`src/rtl/etv_pkg.sv`:
```
package etv_pkg;

    localparam int COEF_W     = 10;
    localparam int FRAC_W     = 8;
    localparam int PHI_W      = 3;
    localparam int RANGE_W    = 2;
    localparam int MANT_W     = 10;
    localparam int RSTEP      = 2;
    localparam int NUM_RANGES = 1 << RANGE_W;
    localparam int CODE_W     = RANGE_W + MANT_W;

    localparam logic signed [COEF_W-1:0] TRIG_NEAR = 10'sd237;
    localparam logic signed [COEF_W-1:0] TRIG_FAR  = 10'sd98;

    typedef enum logic [0:0] {
        ACC_IDLE = 1'b0,
        ACC_OPEN = 1'b1
    } acc_state_t;

    // Sine of a bin is the cosine of the bin two places earlier.
    function automatic logic signed [COEF_W-1:0] trig_coef(
        input logic [PHI_W-1:0] bin,
        input logic             y_axis
    );
        logic [PHI_W-1:0] idx;
        idx = y_axis ? bin - PHI_W'(2) : bin;
        unique case (idx)
            3'd0, 3'd7: trig_coef = TRIG_NEAR;
            3'd1, 3'd6: trig_coef = TRIG_FAR;
            3'd2, 3'd5: trig_coef = -TRIG_FAR;
            default:    trig_coef = -TRIG_NEAR;
        endcase
    endfunction

endpackage

```
`src/rtl/etv_mult_stage.sv`:
```
module etv_mult_stage
    import etv_pkg::*;
#(
    parameter int ET_W   = 10,
    parameter int PROD_W = ET_W + COEF_W + 1 - FRAC_W
) (
    input  logic                     clk,
    input  logic                     rst,
    input  logic                     in_valid,
    input  logic                     in_first,
    input  logic                     in_last,
    input  logic [ET_W-1:0]          in_et,
    input  logic [PHI_W-1:0]         in_phi,
    output logic                     s1_valid,
    output logic                     s1_first,
    output logic                     s1_last,
    output logic [ET_W-1:0]          s1_et,
    output logic signed [PROD_W-1:0] s1_ex,
    output logic signed [PROD_W-1:0] s1_ey
);

    localparam int MUL_W = ET_W + COEF_W + 1;
    localparam logic signed [MUL_W-1:0] HALF = MUL_W'(1) << (FRAC_W - 1);

    logic signed [PROD_W-1:0] prod_w [2];

    for (genvar ax = 0; ax < 2; ax++) begin : g_axis
        logic signed [COEF_W-1:0] coef;
        logic signed [MUL_W-1:0]  prod;
        assign coef       = trig_coef(in_phi, 1'(ax));
        assign prod       = $signed({1'b0, in_et}) * coef;
        assign prod_w[ax] = PROD_W'((prod + HALF) >>> FRAC_W);
    end

    always_ff @(posedge clk) begin
        if (rst) begin
            s1_valid <= 1'b0;
            s1_first <= 1'b0;
            s1_last  <= 1'b0;
            s1_et    <= '0;
            s1_ex    <= '0;
            s1_ey    <= '0;
        end else begin
            s1_valid <= in_valid;
            s1_first <= in_first;
            s1_last  <= in_last;
            s1_et    <= in_et;
            s1_ex    <= prod_w[0];
            s1_ey    <= prod_w[1];
        end
    end

endmodule

```
`src/rtl/etv_accum.sv`:
```
module etv_accum
    import etv_pkg::*;
#(
    parameter int ET_W   = 10,
    parameter int PROD_W = 13,
    parameter int ACC_W  = 21
) (
    input  logic                     clk,
    input  logic                     rst,
    input  logic                     s1_valid,
    input  logic                     s1_first,
    input  logic                     s1_last,
    input  logic [ET_W-1:0]          s1_et,
    input  logic signed [PROD_W-1:0] s1_ex,
    input  logic signed [PROD_W-1:0] s1_ey,
    output logic                     sum_valid,
    output logic [ACC_W-1:0]         sum_et,
    output logic [ACC_W-1:0]         sum_ex,
    output logic [ACC_W-1:0]         sum_ey
);

    acc_state_t state, state_nx;

    logic             take;
    logic [ACC_W-1:0] acc_et, acc_ex, acc_ey;
    logic [ACC_W-1:0] new_et, new_ex, new_ey;

    assign take = s1_valid && (s1_first || state == ACC_OPEN);

    always_comb begin
        new_et = (s1_first ? '0 : acc_et) + {{(ACC_W-ET_W){1'b0}}, s1_et};
        new_ex = (s1_first ? '0 : acc_ex) + {{(ACC_W-PROD_W){s1_ex[PROD_W-1]}}, s1_ex};
        new_ey = (s1_first ? '0 : acc_ey) + {{(ACC_W-PROD_W){s1_ey[PROD_W-1]}}, s1_ey};
    end

    always_comb begin
        state_nx = state;
        unique case (state)
            ACC_IDLE: if (s1_valid && s1_first && !s1_last) state_nx = ACC_OPEN;
            ACC_OPEN: if (s1_valid && s1_last)              state_nx = ACC_IDLE;
        endcase
    end

    always_ff @(posedge clk) begin
        if (rst) state <= ACC_IDLE;
        else     state <= state_nx;
    end

    always_ff @(posedge clk) begin
        if (rst) begin
            acc_et    <= '0;
            acc_ex    <= '0;
            acc_ey    <= '0;
            sum_valid <= 1'b0;
            sum_et    <= '0;
            sum_ex    <= '0;
            sum_ey    <= '0;
        end else begin
            sum_valid <= take && s1_last;
            if (take) begin
                acc_et <= new_et;
                acc_ex <= new_ex;
                acc_ey <= new_ey;
            end
            if (take && s1_last) begin
                sum_et <= new_et;
                sum_ex <= new_ex;
                sum_ey <= new_ey;
            end
        end
    end

endmodule

```
`src/rtl/etv_qlin_encoder.sv`:
```
module etv_qlin_encoder
    import etv_pkg::*;
#(
    parameter int ACC_W  = 21,
    parameter int SIGN_W = 0
) (
    input  logic                     clk,
    input  logic                     rst,
    input  logic [ACC_W-1:0]         in_sum,
    output logic [CODE_W+SIGN_W-1:0] out_word,
    output logic                     out_par
);

    localparam int WORD_W = CODE_W + SIGN_W;

    logic [ACC_W-1:0]   mag;
    logic [RANGE_W-1:0] rng;
    logic [MANT_W-1:0]  mant;
    logic [CODE_W-1:0]  code_q;
    logic [WORD_W-1:0]  word_nx;

    // Scan from the widest range down so the narrowest fitting range wins.
    always_comb begin
        rng  = RANGE_W'(NUM_RANGES - 1);
        mant = '1;
        for (int r = NUM_RANGES - 1; r >= 0; r--) begin
            if (mag < (ACC_W'(1) << (MANT_W + RSTEP * r))) begin
                rng  = RANGE_W'(r);
                mant = MANT_W'(mag >> (RSTEP * r));
            end
        end
    end

    if (SIGN_W > 0) begin : g_signed
        logic neg, sign_q;
        assign neg     = in_sum[ACC_W-1];
        assign mag     = neg ? (~in_sum + 1'b1) : in_sum;
        assign word_nx = {sign_q, code_q};
        always_ff @(posedge clk) begin
            if (rst) sign_q <= 1'b0;
            else     sign_q <= neg;
        end
    end else begin : g_unsigned
        assign mag     = in_sum;
        assign word_nx = code_q;
    end

    always_ff @(posedge clk) begin
        if (rst) begin
            code_q   <= '0;
            out_word <= '0;
            out_par  <= 1'b0;
        end else begin
            code_q   <= {rng, mant};
            out_word <= word_nx;
            out_par  <= ^word_nx;
        end
    end

endmodule

```
`src/rtl/et_vector_summer.sv`:
```
module et_vector_summer
    import etv_pkg::*;
#(
    parameter int ET_W     = 10,
    parameter int MAX_ELEM = 128
) (
    input  logic              clk,
    input  logic              rst,
    input  logic              in_valid,
    input  logic              in_first,
    input  logic              in_last,
    input  logic [ET_W-1:0]   in_et,
    input  logic [PHI_W-1:0]  in_phi,
    output logic              out_valid,
    output logic [CODE_W-1:0] out_et,
    output logic              out_et_par,
    output logic [CODE_W:0]   out_ex,
    output logic              out_ex_par,
    output logic [CODE_W:0]   out_ey,
    output logic              out_ey_par
);

    localparam int PROD_W = ET_W + COEF_W + 1 - FRAC_W;
    localparam int ACC_W  = PROD_W + $clog2(MAX_ELEM) + 1;

    logic                     s1_valid, s1_first, s1_last;
    logic [ET_W-1:0]          s1_et;
    logic signed [PROD_W-1:0] s1_ex, s1_ey;
    logic                     sum_valid, v_enc;
    logic [ACC_W-1:0]         sum_et, sum_ex, sum_ey;

    etv_mult_stage #(.ET_W(ET_W), .PROD_W(PROD_W)) u_mult (
        .clk(clk), .rst(rst),
        .in_valid(in_valid), .in_first(in_first), .in_last(in_last),
        .in_et(in_et), .in_phi(in_phi),
        .s1_valid(s1_valid), .s1_first(s1_first), .s1_last(s1_last),
        .s1_et(s1_et), .s1_ex(s1_ex), .s1_ey(s1_ey)
    );

    etv_accum #(.ET_W(ET_W), .PROD_W(PROD_W), .ACC_W(ACC_W)) u_acc (
        .clk(clk), .rst(rst),
        .s1_valid(s1_valid), .s1_first(s1_first), .s1_last(s1_last),
        .s1_et(s1_et), .s1_ex(s1_ex), .s1_ey(s1_ey),
        .sum_valid(sum_valid), .sum_et(sum_et), .sum_ex(sum_ex), .sum_ey(sum_ey)
    );

    etv_qlin_encoder #(.ACC_W(ACC_W), .SIGN_W(0)) u_enc_et (
        .clk(clk), .rst(rst), .in_sum(sum_et), .out_word(out_et), .out_par(out_et_par)
    );

    etv_qlin_encoder #(.ACC_W(ACC_W), .SIGN_W(1)) u_enc_ex (
        .clk(clk), .rst(rst), .in_sum(sum_ex), .out_word(out_ex), .out_par(out_ex_par)
    );

    etv_qlin_encoder #(.ACC_W(ACC_W), .SIGN_W(1)) u_enc_ey (
        .clk(clk), .rst(rst), .in_sum(sum_ey), .out_word(out_ey), .out_par(out_ey_par)
    );

    always_ff @(posedge clk) begin
        if (rst) begin
            v_enc     <= 1'b0;
            out_valid <= 1'b0;
        end else begin
            v_enc     <= sum_valid;
            out_valid <= v_enc;
        end
    end

endmodule

```
`config.mk`:
```
export PLATFORM = sky130hd
export DESIGN_NAME = et_vector_summer
export DESIGN_NICKNAME = d
export VERILOG_FILES = /design/src/rtl/etv_pkg.sv /design/src/rtl/etv_mult_stage.sv /design/src/rtl/etv_accum.sv /design/src/rtl/etv_qlin_encoder.sv /design/src/rtl/et_vector_summer.sv
export SDC_FILE = /design/constraint.sdc
export NUM_CORES = 1
export LEC_CHECK = 0
export ABC_AREA = 1
export CAP_MARGIN = 20
export CELL_PAD_IN_SITES_DETAIL_PLACEMENT = 0
export CELL_PAD_IN_SITES_GLOBAL_PLACEMENT = 1
export CORE_MARGIN = 3
export CORE_UTILIZATION = 47
export DETAILED_ROUTE_END_ITERATION = 10
export HOLD_SLACK_MARGIN = 0.12
export PLACE_DENSITY = 0.79
export SETUP_SLACK_MARGIN = 0.3
export SLEW_MARGIN = 20
export SYNTH_ARGS = -nofsm -noshare
export SYNTH_HDL_FRONTEND = slang
export SYNTH_SLANG_ARGS = --single-unit
```
`constraint.sdc`:
```
create_clock -name clk -period 7.3 [get_ports clk]
set_input_delay 0.73 -clock clk [delete_from_list [all_inputs] [get_ports clk]]
set_output_delay 0.73 -clock clk [all_outputs]
set_load 0.03 [all_outputs]
```
==> results of run 1 <==
worst paths after layout:
path                        start          endpoint  slack, ns  cells after the start
setup / recovery        in_phi[1]  u_mult.s1_ey[12]       0.77                     25
hold / removal              v_enc         out_valid       0.40                      2
hold reg to reg             v_enc         out_valid       0.40                      2
setup reg to reg  u_mult.s1_first  u_acc.sum_ey[16]       3.67                     16
flip-flops by register name, summed over array words and instances (netlist names), 13 cells and up:
name	count
u_acc.sum_et	21
u_enc_ey.out_word	13
u_acc.sum_ey	21
u_acc.acc_ey	21
u_acc.sum_ex	21
u_enc_ex.out_word	13
u_acc.acc_et	21
u_mult.s1_ex	13
u_mult.s1_ey	13
u_acc.acc_ex	21
through the flow:
step                instances  hold WS, ns  power (uW)  area, um2  worst slack (ns)
CTS                      3569        0.404        7530      23200             0.779
global route             3569        0.439        8290      23200             0.310
detailed placement       3518        0.392        6070      22300             0.187
floorplan                2931        0.388        5010      21200              1.26
finish                   3569        0.400        7460      23200             0.770
global placement         3518        0.391        6000      22300             0.376
critical path, stage by stage:
cell,delay (ns)
clkdlybuf4s50_1,0.61
inv_1,0.18
nand2_2,0.11
nand2_4,0.14
nand2_1,0.08
o21ai_0,0.11
o21ai_0,0.26
clkinv_1,0.30
nor2_1,0.43
fa_1,0.50
fa_1,0.54
fa_1,0.44
fa_1,0.54
inv_1,0.05
fa_1,0.52
inv_1,0.04
ha_1,0.35
a21oi_1,0.23
o21ai_0,0.11
a21oi_1,0.22
o31ai_4,0.13
a21boi_1,0.18
nand2_1,0.07
nand2_1,0.06
nor2_1,0.05
final cells by class:
class                           count  area [um2]
Fill cell                        4425       21100
Multi-Input combinational cell   1976       13500
Sequential cell                   248        4970
Inverter                          625        2350
Clock buffer                       38         768
Tap cell                          592         741
Timing Repair Buffer               77         723
Clock inverter                     13         173
cell families after synthesis:
group                    Yosys count
AND/OR/NAND/NOR                 1089
buffers and inverters            707
AO/OA/AOI/OAI                    474
adder cells (fa/ha/maj)          311
flip-flops                       248
XOR/XNOR                         102
placed cells by master, fill, tap and decap left out, drive strengths merged, types with 3 or more instances in the layout:
master,instances
clkdlybuf4s50,58
clkinv,15
nand4,64
ha,190
a221oi,4
fa,121
o211ai,69
a31oi,6
a21oi,160
or2,7
xnor2,49
nor4,12
nor3,18
o21ai,158
xor2,53
dfxtp,248
o221ai,18
nor2,386
o31ai,5
o21a,13
a21boi,5
nand2,447
and2,3
nand3,136
inv,620
nand3b,15
a211oi,7
a21o,10
o21bai,11
buf,19
clkbuf,38
routing by layer:
metal	part of all wire	routed length (um)	vias up	global-route usage
met5	0	0	-	0
met4	0.023	1200	0	0.0554
met3	0.033	1770	79	0.0146
met2	0.46	24500	361	0.387
met1	0.48	25600	8365	0.310
li1	-	-	9365	-
timing repair:
action	CTS	global route
hold buffers	0	0
endpoints found under the setup margin	0	2
resized for setup	0	1
power breakdown:
| group | switching [uW] | internal (uW) |
|---|---|---|
| Sequential | 78.2 | 1500 |
| Clock | 588 | 820 |
| Combinational | 2830 | 1650 |
==> flow_summary.yaml, run 1 <==
run_status:
  status: "finished clean"
yosys:
  yosysTopAreaCell: "dfxtp_1"
  synth_area_leaders: "dfxtp_1, fa_1, ha_1"
  seq_area_frac_synth: 0.235
  yosysMostFrequentCell: "inv_1"
  synth_area_mm2: 0.0212
  synth_compound_area_frac: 0.134
  synthArstFlopShare: 0
  synth_fa_ha_area_frac: 0.227
  synth_common_cells: "inv_1, nand2_1, nor2_1"
  synth_cells: 2931
  synth.distinct_cells: 60
  synthSimpleGateAreaFrac: 0.232
  syn_area_per_cell_um2: 7.22
  synth_ff_type: "dfxtp_1"
  synth_edf_count: 0
  synthesis.nets: 3260
  netlist.area_leader.share: 0.235
  synthMuxAreaShare: 0
  synth-xor-area-share: 0.0429
  yosys_warnings: 0
  synth_top_family_by_area: "simple AND/OR/NAND/NOR gates"
  ys_seq_elements: 248
critical_path:
  cp-start-kind: "input pin"
  cp_max_fo: 18
  worstPathArrival_ns: 6.99
  crit_required_ns: 7.76
  end_kind: "flip-flop"
  setup.worst_path.class: "input pin to flip-flop"
drt:
  vias_per_cell: 5.09
  vias: 18170
  drtIter0Drc: 1062
  first_pass_iters: 5
  totalWireLength_um: 53000
  wire_per_inst_um: 14.9
  drc: 0
  drtAntennaViolNets: 0
power:
  powerDensity_mw_per_mm2: 321
  ir_worst_vdd_mv: 0.253
  p_leak_uw: 0.0119
cells_and_area:
  insertedDiodeCount: 0
  syn2layout_area_growth_pct: 9.72
  final_layout_size_suffix_gt1_frac: 0.0551
  fin_nets: 3285
  final_util: 0.524
global_routing:
  grt_first_pass_wirelength_um: 89300
  grt_use_total: 0.225
  antenna_found_initial: 0
  grt_max_degree: 81
  first_global_vias: 17935
  grt_remaining_overflow: 0
floorplan:
  initial_core_util: 0.477
  dieArea_mm2: 0.0476
  die_h_um: 218
  die_x_um: 218
  core-area_mm2: 0.0443
  rows: 77
  io_pins: 60
cts:
  cts.sink_count: 248
  cts_tree: "done"
  cts_buffer_depth: 3
  path_clk_slew_ns: 0.06
  cts-buffers-inserted: 28
  root_buffer: "clkbuf_16"
  postCtsSetupBuffers: 0
  cts-htree-levels: 1
  insertion_delay_ns: 0.56
timing:
  timing.final.crit_share: 0.895
  period_minus_slack_ns: 6.53
  worstMarginPinSlew_ns: 0.853
  fin_tns_setup_ns: 0
  setup-violations-final: 0
  finalHoldViolations: 0
  rsz0062_at_grt: "no"
  maxSlewViolCount: 0
  clock_skew_ns: 0.0185
  clock.fmax_ghz: 0.153
  max_slew_margin: 0.431
placement:
  place_congestion: 0.967
  hpwl_um: 42000
  port_buffers: 59
flow_run:
  maxCapViolCount: 0
hold_path:
  hp-class: "flip-flop to flip-flop"
(Power assumes the default switching activity.)
==> inputs of run 2 (changes only) <==
Clock period 7.3 ns to 6.4 ns, I/O delays scaled along.
==> run 2 against run 1 <==
Hold slack gained 0.0030 ns. Global-route usage grew 0.54 points. Largest power group unchanged. Largest cell class unchanged. Routed wire length up 2.6%.
==> flow_summary.yaml, run 2 (synthesis gave the netlist of run 1 again) <==
drt:
  vias_per_cell: 5.04
  drtIter0Drc: 896
  drc: 0
  drtAntennaViolNets: 0
  wire_per_inst_um: 15.0
  vias: 18323
  first_pass_iters: 5
  totalWireLength_um: 54400
critical_path:
  end_kind: "flip-flop"
  crit_required_ns: 6.87
  setup.worst_path.class: "input pin to flip-flop"
  worstPathArrival_ns: 6.18
  cp-start-kind: "input pin"
  cp_max_fo: 6
cts:
  cts-buffers-inserted: 26
  cts.sink_count: 248
  root_buffer: "clkbuf_16"
  path_clk_slew_ns: 0.06
  cts-htree-levels: 1
  insertion_delay_ns: 0.56
  cts_buffer_depth: 3
  cts_tree: "done"
floorplan:
  rows: 77
  dieArea_mm2: 0.0476
  initial_core_util: 0.477
  core-area_mm2: 0.0443
  io_pins: 60
  die_x_um: 218
  die_h_um: 218
power:
  ir_worst_vdd_mv: 0.302
  powerDensity_mw_per_mm2: 380
  p_leak_uw: 0.0122
timing:
  max_slew_margin: 0.436
  finalHoldViolations: 0
  setup-violations-final: 0
  clock.fmax_ghz: 0.175
  timing.final.crit_share: 0.893
  rsz0062_at_grt: "no"
  worstMarginPinSlew_ns: 0.847
  setup_ws_ns: 0.686
  period_minus_slack_ns: 5.71
  clock_skew_ns: 0.0172
  maxSlewViolCount: 0
  hold-worst-slack_ns: 0.403
run_status:
  status: "finished clean"
global_routing:
  grt_use_total: 0.231
  grt_first_pass_wirelength_um: 90200
  grt_max_degree: 81
  antenna_found_initial: 0
  grt_remaining_overflow: 0
  first_global_vias: 18004
placement:
  dp.cells: 3584
  place_congestion: 0.892
  hpwl_um: 43400
  port_buffers: 59
  placed_cell_area_mm2: 0.0228
  dp_slack_ns: -0.134
cells_and_area:
  insertedDiodeCount: 0
  final_area_mm2: 0.0237
  final_util: 0.534
  fin_cells: 3632
  final_common_cell: "inv_1"
  final_cell_mix: "inv_1, nand2_1, nor2_1"
  syn2layout_area_growth_pct: 11.9
  final_layout_size_suffix_gt1_frac: 0.0786
  fin_nets: 3350
flow_run:
  maxCapViolCount: 0
hold_path:
  hp-class: "flip-flop to flip-flop"
==> run 2: cell count changes in the layout (fill, tap and decap cells not counted), moves of 2 or more <==
cell        before  now
clkinvlp_4       1    6
clkbuf_1         7    2
clkinv_4         5    2
buf_4           19   86
nor2_1         362  358
clkbuf_16       28   26
nor2_2          15   18
==> run 2: routing by layer <==
layer / track usage / up-vias / routed length [um]
met3: 0.0189 / 87 / 1660
met4: 0.0661 / 0 / 1400
met1: 0.303 / 8451 / 25200
li1: - / 9508 / -
met5: 0 / - / 0
met2: 0.406 / 277 / 26100
==> run 2: repair_timing <==
item,4_1_cts,5_1_grt
setup buffers,0,1
hold buffers,0,0
setup endpoints to repair,0,20
resized for setup,0,10
==> run 2: worst paths after layout <==
check | start | endpoint | slack (ns) | cells after the start
worst min register to register | u_acc.sum_valid | v_enc | 0.40 | 2
worst max-delay path | in_phi[1] | u_mult.s1_ey[6] | 0.69 | 27
worst min-delay path | u_acc.sum_valid | v_enc | 0.40 | 2
worst max register to register | u_mult.s1_first | u_acc.sum_ex[15] | 2.78 | 13
==> run 2: layout make-up <==
type | instances | area (um2)
Fill cell | 4401 | 20600
Multi-Input combinational cell | 1976 | 13500
Sequential cell | 248 | 4970
Inverter | 625 | 2350
Timing Repair Buffer | 144 | 1230
Tap cell | 592 | 741
Clock buffer | 32 | 713
Clock inverter | 15 | 173
==> run 2: power by group <==
group	leakage, uW	total (uW)	switching (uW)	internal [uW]
combinational	0.00980	5670	3350	2320
clock	0.000416	1540	657	882
sequential	0.00202	1790	85.7	1710
==> run 2: through the flow <==
step                      total power [uW]  setup TNS, ns
final                                 9000              0
after global routing                 10000              0
after CTS                             9050              0
after detailed placement              7450         -0.537
after global placement                7400        -0.0109
after floorplan                       5720              0
==> run 2: worst max-delay path, cell delays in order <==
cell,delay [ns]
clkdlybuf4s50_1,0.48
inv_1,0.11
ha_1,0.38
inv_1,0.07
o211ai_1,0.09
nand2_1,0.09
inv_1,0.16
nor2_1,0.10
fa_1,0.55
inv_1,0.05
fa_1,0.47
inv_1,0.05
fa_1,0.50
fa_1,0.55
inv_1,0.05
fa_1,0.52
inv_1,0.04
ha_1,0.31
nand2_1,0.09
buf_4,0.15
nor2_1,0.10
nand3_1,0.10
o211ai_2,0.11
nand2_1,0.10
nand3_1,0.08
nand2_1,0.05
nor2_1,0.17
